## src/rtl/tcm_pkg.sv

```systemverilog
package tcm_pkg;
  localparam int unsigned DEF_ADDR_W = 32;
  localparam int unsigned DEF_TID_W  = 4;
  localparam int unsigned DEF_PC_W   = 32;
  localparam int unsigned DEF_CYC_W  = 16;
  localparam int unsigned DEF_LINE_W = 6;
  localparam int unsigned DEF_DEPTH  = 4;

  typedef enum logic {TXN_IDLE = 1'b0, TXN_OPEN = 1'b1} txn_state_e;
endpackage

```

## src/rtl/tcm_cycle_ctr.sv

```systemverilog
module tcm_cycle_ctr
  import tcm_pkg::*;
#(
  parameter int unsigned CYC_W = DEF_CYC_W
) (
  input  logic             clk,
  input  logic             rst_n,
  input  logic             begin_i,
  input  logic             end_i,
  output logic             open_o,
  output logic [CYC_W-1:0] cnt_o
);
  localparam logic [CYC_W-1:0] CNT_MAX = {CYC_W{1'b1}};

  txn_state_e       st_q, st_d;
  logic [CYC_W-1:0] cnt_q, cnt_d;
  logic             cnt_en;

  always_comb begin
    st_d = st_q;
    if (begin_i)    st_d = TXN_OPEN;
    else if (end_i) st_d = TXN_IDLE;
  end

  always_comb begin
    cnt_en = begin_i || (st_q == TXN_OPEN && cnt_q != CNT_MAX);
    if (begin_i) cnt_d = {{(CYC_W-1){1'b0}}, 1'b1};
    else         cnt_d = cnt_q + 1'b1;
  end

  always_ff @(posedge clk or negedge rst_n) begin
    if (!rst_n) begin
      st_q  <= TXN_IDLE;
      cnt_q <= '0;
    end else begin
      st_q <= st_d;
      if (cnt_en) cnt_q <= cnt_d;
    end
  end

  assign open_o = (st_q == TXN_OPEN);
  assign cnt_o  = cnt_q;


  cnt_sat_chk: assert property (@(posedge clk) disable iff (!rst_n)
    (open_o && !begin_i && cnt_q == CNT_MAX) |=> cnt_q == CNT_MAX);


  cnt_step_chk: assert property (@(posedge clk) disable iff (!rst_n)
    (open_o && !begin_i && cnt_q != CNT_MAX) |=> cnt_q == $past(cnt_q) + 1'b1);


  cnt_restart_chk: assert property (@(posedge clk) disable iff (!rst_n)
    begin_i |=> (cnt_q == 1 && open_o));
endmodule

```

## src/rtl/tcm_read_pc_table.sv

```systemverilog
module tcm_read_pc_table
  import tcm_pkg::*;
#(
  parameter int unsigned LINE_W = DEF_LINE_W,
  parameter int unsigned PC_W   = DEF_PC_W
) (
  input  logic              clk,
  input  logic              rst_n,
  input  logic              clear_i,
  input  logic              cap_i,
  input  logic [LINE_W-1:0] cap_line_i,
  input  logic [PC_W-1:0]   cap_pc_i,
  input  logic [LINE_W-1:0] look_line_i,
  output logic              look_vld_o,
  output logic [PC_W-1:0]   look_pc_o
);
  localparam int unsigned LINES = 1 << LINE_W;

  logic [LINES-1:0] vld_q;
  logic [PC_W-1:0]  pc_q [LINES];

  for (genvar g = 0; g < LINES; g++) begin : g_line
    logic hit, vld_d, vld_en, pc_en;

    always_comb begin
      hit    = cap_i && (cap_line_i == LINE_W'(g)) && !vld_q[g];
      vld_en = clear_i || hit;
      vld_d  = !clear_i;
      pc_en  = hit && !clear_i;
    end

    always_ff @(posedge clk or negedge rst_n) begin
      if (!rst_n) begin
        vld_q[g] <= 1'b0;
        pc_q[g]  <= '0;
      end else begin
        if (vld_en) vld_q[g] <= vld_d;
        if (pc_en)  pc_q[g]  <= cap_pc_i;
      end
    end
  end

  assign look_vld_o = vld_q[look_line_i];
  assign look_pc_o  = vld_q[look_line_i] ? pc_q[look_line_i] : '0;


  tbl_clear_chk: assert property (@(posedge clk) disable iff (!rst_n)
    clear_i |=> vld_q == '0);


  tbl_keep_first_chk: assert property (@(posedge clk) disable iff (!rst_n)
    (!clear_i && look_vld_o) |=> (look_line_i != $past(look_line_i)) || look_pc_o == $past(look_pc_o));
endmodule

```

## src/rtl/tcm_record_fifo.sv

```systemverilog
module tcm_record_fifo
  import tcm_pkg::*;
#(
  parameter int unsigned WIDTH = 85,
  parameter int unsigned DEPTH = DEF_DEPTH
) (
  input  logic             clk,
  input  logic             rst_n,
  input  logic             push_i,
  input  logic [WIDTH-1:0] push_data_i,
  input  logic             pop_i,
  output logic             valid_o,
  output logic [WIDTH-1:0] head_o,
  output logic             overflow_o
);
  localparam int unsigned PTR_W = (DEPTH > 1) ? $clog2(DEPTH) : 1;
  localparam int unsigned CNT_W = $clog2(DEPTH + 1);
  localparam logic [PTR_W-1:0] PTR_LAST = PTR_W'(DEPTH - 1);
  localparam logic [CNT_W-1:0] CNT_FULL = CNT_W'(DEPTH);

  logic [WIDTH-1:0] mem_q [DEPTH];
  logic [PTR_W-1:0] wr_q, wr_d, rd_q, rd_d;
  logic [CNT_W-1:0] cnt_q, cnt_d;
  logic             ovf_q, ovf_d;
  logic             full, empty, do_push, do_pop;

  always_comb begin
    full    = (cnt_q == CNT_FULL);
    empty   = (cnt_q == '0);
    do_pop  = pop_i && !empty;
    do_push = push_i && (!full || do_pop);
    wr_d    = (wr_q == PTR_LAST) ? '0 : wr_q + 1'b1;
    rd_d    = (rd_q == PTR_LAST) ? '0 : rd_q + 1'b1;
    cnt_d   = cnt_q;
    if (do_push && !do_pop)      cnt_d = cnt_q + 1'b1;
    else if (do_pop && !do_push) cnt_d = cnt_q - 1'b1;
    ovf_d   = ovf_q || (push_i && !do_push);
  end

  always_ff @(posedge clk or negedge rst_n) begin
    if (!rst_n) begin
      wr_q  <= '0;
      rd_q  <= '0;
      cnt_q <= '0;
      ovf_q <= 1'b0;
    end else begin
      if (do_push) wr_q <= wr_d;
      if (do_pop)  rd_q <= rd_d;
      cnt_q <= cnt_d;
      ovf_q <= ovf_d;
    end
  end

  for (genvar g = 0; g < DEPTH; g++) begin : g_slot
    logic slot_en;
    assign slot_en = do_push && (wr_q == PTR_W'(g));
    always_ff @(posedge clk or negedge rst_n) begin
      if (!rst_n)       mem_q[g] <= '0;
      else if (slot_en) mem_q[g] <= push_data_i;
    end
  end

  assign valid_o    = !empty;
  assign head_o     = mem_q[rd_q];
  assign overflow_o = ovf_q;


  fifo_bound_chk: assert property (@(posedge clk) disable iff (!rst_n)
    cnt_q <= CNT_FULL);


  ovf_sticky_chk: assert property (@(posedge clk) disable iff (!rst_n)
    ovf_q |=> ovf_q);


  head_hold_chk: assert property (@(posedge clk) disable iff (!rst_n)
    (valid_o && !pop_i) |=> (valid_o && $stable(head_o)));
endmodule

```

## src/rtl/txn_conflict_monitor.sv

```systemverilog
module txn_conflict_monitor
  import tcm_pkg::*;
#(
  parameter int unsigned ADDR_W     = DEF_ADDR_W,
  parameter int unsigned TID_W      = DEF_TID_W,
  parameter int unsigned PC_W       = DEF_PC_W,
  parameter int unsigned CYC_W      = DEF_CYC_W,
  parameter int unsigned LINE_W     = DEF_LINE_W,
  parameter int unsigned FIFO_DEPTH = DEF_DEPTH
) (
  input  logic              clk,
  input  logic              rst_n,
  input  logic              tx_begin_i,
  input  logic              tx_commit_i,
  input  logic              rd_valid_i,
  input  logic [LINE_W-1:0] rd_line_i,
  input  logic [PC_W-1:0]   rd_pc_i,
  input  logic              abort_i,
  input  logic [LINE_W-1:0] abort_line_i,
  input  logic [ADDR_W-1:0] abort_addr_i,
  input  logic [TID_W-1:0]  abort_tid_i,
  input  logic              rec_pop_i,
  output logic              rec_valid_o,
  output logic [ADDR_W-1:0] rec_addr_o,
  output logic [TID_W-1:0]  rec_tid_o,
  output logic              rec_pc_valid_o,
  output logic [PC_W-1:0]   rec_pc_o,
  output logic [CYC_W-1:0]  rec_cycles_o,
  output logic              rec_overflow_o
);
  localparam int unsigned REC_W = ADDR_W + TID_W + 1 + PC_W + CYC_W;

  logic             txn_open;
  logic [CYC_W-1:0] cyc_cnt;
  logic             cap_en, push;
  logic             look_vld;
  logic [PC_W-1:0]  look_pc;
  logic [REC_W-1:0] rec_in, rec_head;

  tcm_cycle_ctr #(.CYC_W(CYC_W)) u_ctr (
    .clk     (clk),
    .rst_n   (rst_n),
    .begin_i (tx_begin_i),
    .end_i   (abort_i || tx_commit_i),
    .open_o  (txn_open),
    .cnt_o   (cyc_cnt)
  );

  assign cap_en = rd_valid_i && txn_open && !tx_begin_i;

  tcm_read_pc_table #(.LINE_W(LINE_W), .PC_W(PC_W)) u_tbl (
    .clk         (clk),
    .rst_n       (rst_n),
    .clear_i     (tx_begin_i),
    .cap_i       (cap_en),
    .cap_line_i  (rd_line_i),
    .cap_pc_i    (rd_pc_i),
    .look_line_i (abort_line_i),
    .look_vld_o  (look_vld),
    .look_pc_o   (look_pc)
  );

  assign push   = abort_i && txn_open;
  assign rec_in = {abort_addr_i, abort_tid_i, look_vld, look_pc, cyc_cnt};

  tcm_record_fifo #(.WIDTH(REC_W), .DEPTH(FIFO_DEPTH)) u_fifo (
    .clk         (clk),
    .rst_n       (rst_n),
    .push_i      (push),
    .push_data_i (rec_in),
    .pop_i       (rec_pop_i),
    .valid_o     (rec_valid_o),
    .head_o      (rec_head),
    .overflow_o  (rec_overflow_o)
  );

  assign {rec_addr_o, rec_tid_o, rec_pc_valid_o, rec_pc_o, rec_cycles_o} = rec_head;


  idle_abort_chk: assert property (@(posedge clk) disable iff (!rst_n)
    (abort_i && !txn_open && !rec_valid_o) |=> !rec_valid_o);


  push_seen_chk: assert property (@(posedge clk) disable iff (!rst_n)
    push |=> rec_valid_o || rec_overflow_o);


  unread_pc_chk: assert property (@(posedge clk) disable iff (!rst_n)
    !rec_pc_valid_o |-> rec_pc_o == '0);
endmodule

```

## config.mk

```make
export PLATFORM = sky130hd
export DESIGN_NAME = txn_conflict_monitor
export DESIGN_NICKNAME = d
export VERILOG_FILES = /design/src/rtl/tcm_pkg.sv /design/src/rtl/tcm_cycle_ctr.sv /design/src/rtl/tcm_read_pc_table.sv /design/src/rtl/tcm_record_fifo.sv /design/src/rtl/txn_conflict_monitor.sv
export SDC_FILE = /design/constraint.sdc
export NUM_CORES = 2
export LEC_CHECK = 0
export ABC_AREA = 1
export BUFFER_PORTS_ARGS = -buffer_cell sky130_fd_sc_hd__buf_4
export CORE_MARGIN = 3
export CORE_UTILIZATION = 45
export DETAILED_ROUTE_END_ITERATION = 6
export GPL_TIMING_DRIVEN = 1
export MAX_ROUTING_LAYER = met4
export PLACE_DENSITY_LB_ADDON = 0.2
export REMOVE_ABC_BUFFERS = 1
export SLEW_MARGIN = 20
export SYNTH_ARGS = -nofsm -noshare
export SYNTH_HDL_FRONTEND = slang
export SYNTH_SLANG_ARGS = --single-unit
```

## constraint.sdc

```tcl
create_clock -name clk -period 2.1 [get_ports clk]
set_input_delay 0.21 -clock clk [delete_from_list [all_inputs] [get_ports clk]]
set_output_delay 0.21 -clock clk [all_outputs]
set_load 0.03 [all_outputs]
```

==> impl_metrics.tcl <==
set metrics [dict create \
    hold_path.startpoint "abort_addr_i[1]" \
    r2r_start "u_fifo.cnt_q[1]" \
    clock-root-buffer "sky130_fd_sc_hd__clkbuf_16" \
    worst-path-stages 6 \
    detail_route.first_pass.iterations 6 \
    yosys_most_used_dff "sky130_fd_sc_hd__dfrtp_1" \
    rsz_0062_raised_after_global_routing "true" \
    hold_viol_final 0 \
    floorplan.die_area_um2 256000 \
    library_cell_with_the_highest_instance_count_after_synthesis "sky130_fd_sc_hd__nand2_1" \
    timing.critical_path.arrival_ps 2440 \
    cpPeakStageDelay_ps 420 \
    synth_top_cell_area_share 0.552 \
    synth_warnings 0 \
    crit_path_max_fanout 8 \
    wl_um 393000 \
    globalRouteTotalUtil 0.310 \
    clk_path_buf_depth 4 \
    max_clock_skew_ps 62.1 \
    synth.top_cells.by_area "sky130_fd_sc_hd__dfrtp_1, sky130_fd_sc_hd__nand2_1, sky130_fd_sc_hd__o21ai_0" \
    route.vias.total 101000 \
    synth-xor-area-share 0.000234 \
    antenna_violating_nets_post_route 0 \
    routed_wire_length_per_instance_um 22.3 \
    asyncSetResetFlopFracSynth 1.00 \
    yosys_top_cell_by_area "sky130_fd_sc_hd__dfrtp_1" \
    crit_end "rec_pc_o[30]" \
    drcViolationCount 0 \
    io_buffer_count 173 \
    std_cell_rows 182 \
    grt_pass1_wl_um 600000 \
    critPathSlowestCell "sky130_fd_sc_hd__dfrtp_4" \
    worstHoldPathType "input port to register" \
    yosys.cell_types.count 34 \
    cts_buffers 287 \
    outcome "finished, violations left" \
    yosys.area_share.simple 0.278 \
    ys_seq_elements 2477 \
    hpwl_um 227000 \
    clkLatencyLatePin_ps 950 \
    fraction_of_final_layout_cells_with_drive_strength_greater_than_1 0.119 \
    synth.avg_cell_area_um2 8.08 \
    fin_total_pwr_mw 136 \
    cts.htree.levels 5 \
    post_synthesis_mux_area_share 0.000100 \
    seq_area_frac_synth 0.552 \
    mappedNetlistArea_um2 112000 \
    timing.reg2reg.setup_slack_ps 60 \
    tightestPinTransition_ps 869 \
    cp-end-kind "primary output" \
    cp_data_required_time_ps 1890 \
    layout_setup_ws_ps -552 \
    min_period_over_period 1.26 \
    tritoncts "built" \
    first_global_vias 98200 \
    largest_net_degree_at_the_start_of_global_routing 86 \
    cp-startpoint "u_fifo.rd_q[0]" \
    timing_max_transition_violations_final 0 \
    irDropWorstVdd_v 0.000873 \
    drt-vias-per-instance 5.76 \
    crit_path_cell_trace "buf_12 > buf_12 > buf_16 > o21ai_2 > o22ai_2 > buf_6" \
    report.final.setup_viol 85 \
    area.growth.synth_to_final_pct 19.7 \
    crit_family "buffers and inverters" \
    rr_endpoint "u_fifo.cnt_q[1]" \
    max_freq_ghz 0.377 \
    cellLeakagePower_nw 61.6 \
    reg2reg_depth 10 \
    timing.hold.ws_ps 63.6 \
    pin_count 174 \
    yosys.area_share.adder 0.000958 \
    startpoint_type "register" \
    floorplan.initialDensity 0.455 \
    fp.dieW_um 506 \
    count_of_mapped_cells_out_of_synthesis 13900 \
    setup_total_negative_slack_ps -40580 \
    violations_in_the_final_reports "setup timing" \
    die_h_um 506 \
    clock-sinks 2477 \
    gpl.final_weighted_congestion 0.913 \
    clk_pin_slew_worst_paths_ps 60 \
    post_synth_edffs 0 \
    n_fill_cell 22300 \
    cpMostUsedCell "sky130_fd_sc_hd__buf_12" \
    drt_iter0_markers 12700 \
    synth_compound_area_frac 0.111 \
    largest_family_of_logic_cells_by_synthesized_area "simple AND/OR/NAND/NOR gates" \
    critical_path.n_buffers_inverters 4 \
    period_minus_ws_final_ps 2650 \
    number_of_antenna_violations_at_the_first_check_in_global_routing 15 \
    num-nets-final 14200 \
    powerDensity_nw_per_um2 1010 \
    grt_overflow 0 \
    count_of_max_cap_constraint_violations 0 \
    worst_slew_margin_rel 0.421 \
    synth.cells.most_frequent "sky130_fd_sc_hd__nand2_1, sky130_fd_sc_hd__dfrtp_1, sky130_fd_sc_hd__o21ai_0, sky130_fd_sc_hd__nand3_1, sky130_fd_sc_hd__clkbuf_1" \
    core_area_um2 247000 \
    critPathKind "register to primary output" \
]
## stage by stage
stage / util / cells / setup slack, ps / cell area (um2)
floorplan: - / 12700 / -7760 / 106000
global placement: 0.494 / 17000 / -493 / 122000
detailed placement: 0.494 / 17000 / -513 / 122000
CTS: 0.540 / 17600 / -627 / 134000
global route: 0.544 / 17600 / -617 / 134000
finish: 0.544 / 17600 / -552 / 134000
## layer usage
metal	share of wire	global-route usage	vias to the layer above
li1	-	-	46000
met1	0.42	0.412	49900
met2	0.45	0.472	4655
met3	0.092	0.0640	717
met4	0.035	0.107	0
met5	0	-	-
## placed cells by master (no fill, tap or decap), types with 30 or more instances in the layout
cell type                       synthesis  final
sky130_fd_sc_hd__buf_12                 0    319
sky130_fd_sc_hd__buf_4                 97    621
sky130_fd_sc_hd__buf_6                 56     41
sky130_fd_sc_hd__clkbuf_1             652     64
sky130_fd_sc_hd__clkbuf_16              0    310
sky130_fd_sc_hd__clkbuf_8               0     65
sky130_fd_sc_hd__clkinv_2               0     39
sky130_fd_sc_hd__dfrtp_1             2477   2475
sky130_fd_sc_hd__dlygate4sd3_1          0     97
sky130_fd_sc_hd__inv_1                108    100
sky130_fd_sc_hd__inv_2                 10     45
sky130_fd_sc_hd__nand2_1             5168   5162
sky130_fd_sc_hd__nand3_1             2135   2097
sky130_fd_sc_hd__nand3_2               19     54
sky130_fd_sc_hd__nor2_1               206    164
sky130_fd_sc_hd__nor2_2                 3     30
sky130_fd_sc_hd__o21ai_0             2169   2084
sky130_fd_sc_hd__o21ai_1              192    236
sky130_fd_sc_hd__o21ai_2                0     36
sky130_fd_sc_hd__o22ai_1               87     47
sky130_fd_sc_hd__o22ai_2                0     34
## cell type report
| cell class | instances | area (um2) | area share |
|---|---|---|---|
| sequential | 2477 | 62000 | 0.461 |
| multi-input combinational | 10000 | 44800 | 0.333 |
| timing repair buffer | 1111 | 13300 | 0.0989 |
| clock buffer | 426 | 8570 | 0.0637 |
| tap | 3312 | 4140 | 0.0308 |
| clock inverter | 69 | 975 | 0.00725 |
| inverter | 152 | 646 | 0.00480 |
| timing repair inverter | 1 | 16.3 | 0.000121 |
| antenna | 5 | 12.5 | 0.0000931 |
## worst min-delay path by stage
| stage | endpoint | slack [ps] | cells after the start |
|---|---|---|---|
| after floorplan | u_ctr.cnt_o[0] | -90 | 0 |
| after global placement | u_fifo.mem_q[86] | 240 | 1 |
| after detailed placement | u_fifo.mem_q[86] | 230 | 1 |
| after CTS | u_fifo.mem_q[62] | 1 | 4 |
| after global routing | u_fifo.mem_q[309] | 40 | 4 |
| final | u_fifo.mem_q[309] | 60 | 4 |
## what timing repair did
| item | in CTS | in global routing |
|---|---|---|
| cloned | 14 | 14 |
| setup buffers | 15 | 5 |
| hold buffers | 100 | 0 |
| pin swaps | 16 | 57 |
| resized for setup | 104 | 216 |
| hold endpoints to repair | 4287 | 0 |
| endpoints found under the setup margin | 90 | 797 |
## sequential cells by signal, summed over array words and instances, names as in the netlist
signal	count
u_fifo.mem_q	340
u_fifo.wr_q	2
u_tbl.pc_q	2048
u_fifo.overflow_o	1
u_ctr.cnt_o	16
u_fifo.rd_q	2
u_tbl.vld_q	64
u_fifo.cnt_q	3
u_ctr.open_o	1
## power by group
part | switching, mW | internal [mW] | leakage (nW) | total, mW
registers | 2.76 | 52.3 | 33.9 | 55.1
clock network | 20.0 | 31.1 | 4.72 | 51.1
logic | 18.4 | 11.2 | 22.9 | 29.6
## worst min-delay path: cells and delay by family
kind | cells | cell delay [ps]
buffers and inverters | 2 | 650
AND/OR/NAND/NOR | 2 | 100
## cells by family (layout without fill, tap and decap cells)
kind of cell	count (synthesis)	count (layout)
compound gates	2471	2471
xor+xnor	3	3
fa+ha+maj	8	8
buf+inv	1384	1759
flops	2477	2477
mux	1	1
other cells	0	5
simple gates	7556	7556
Power figures use the tool's default switching activity.
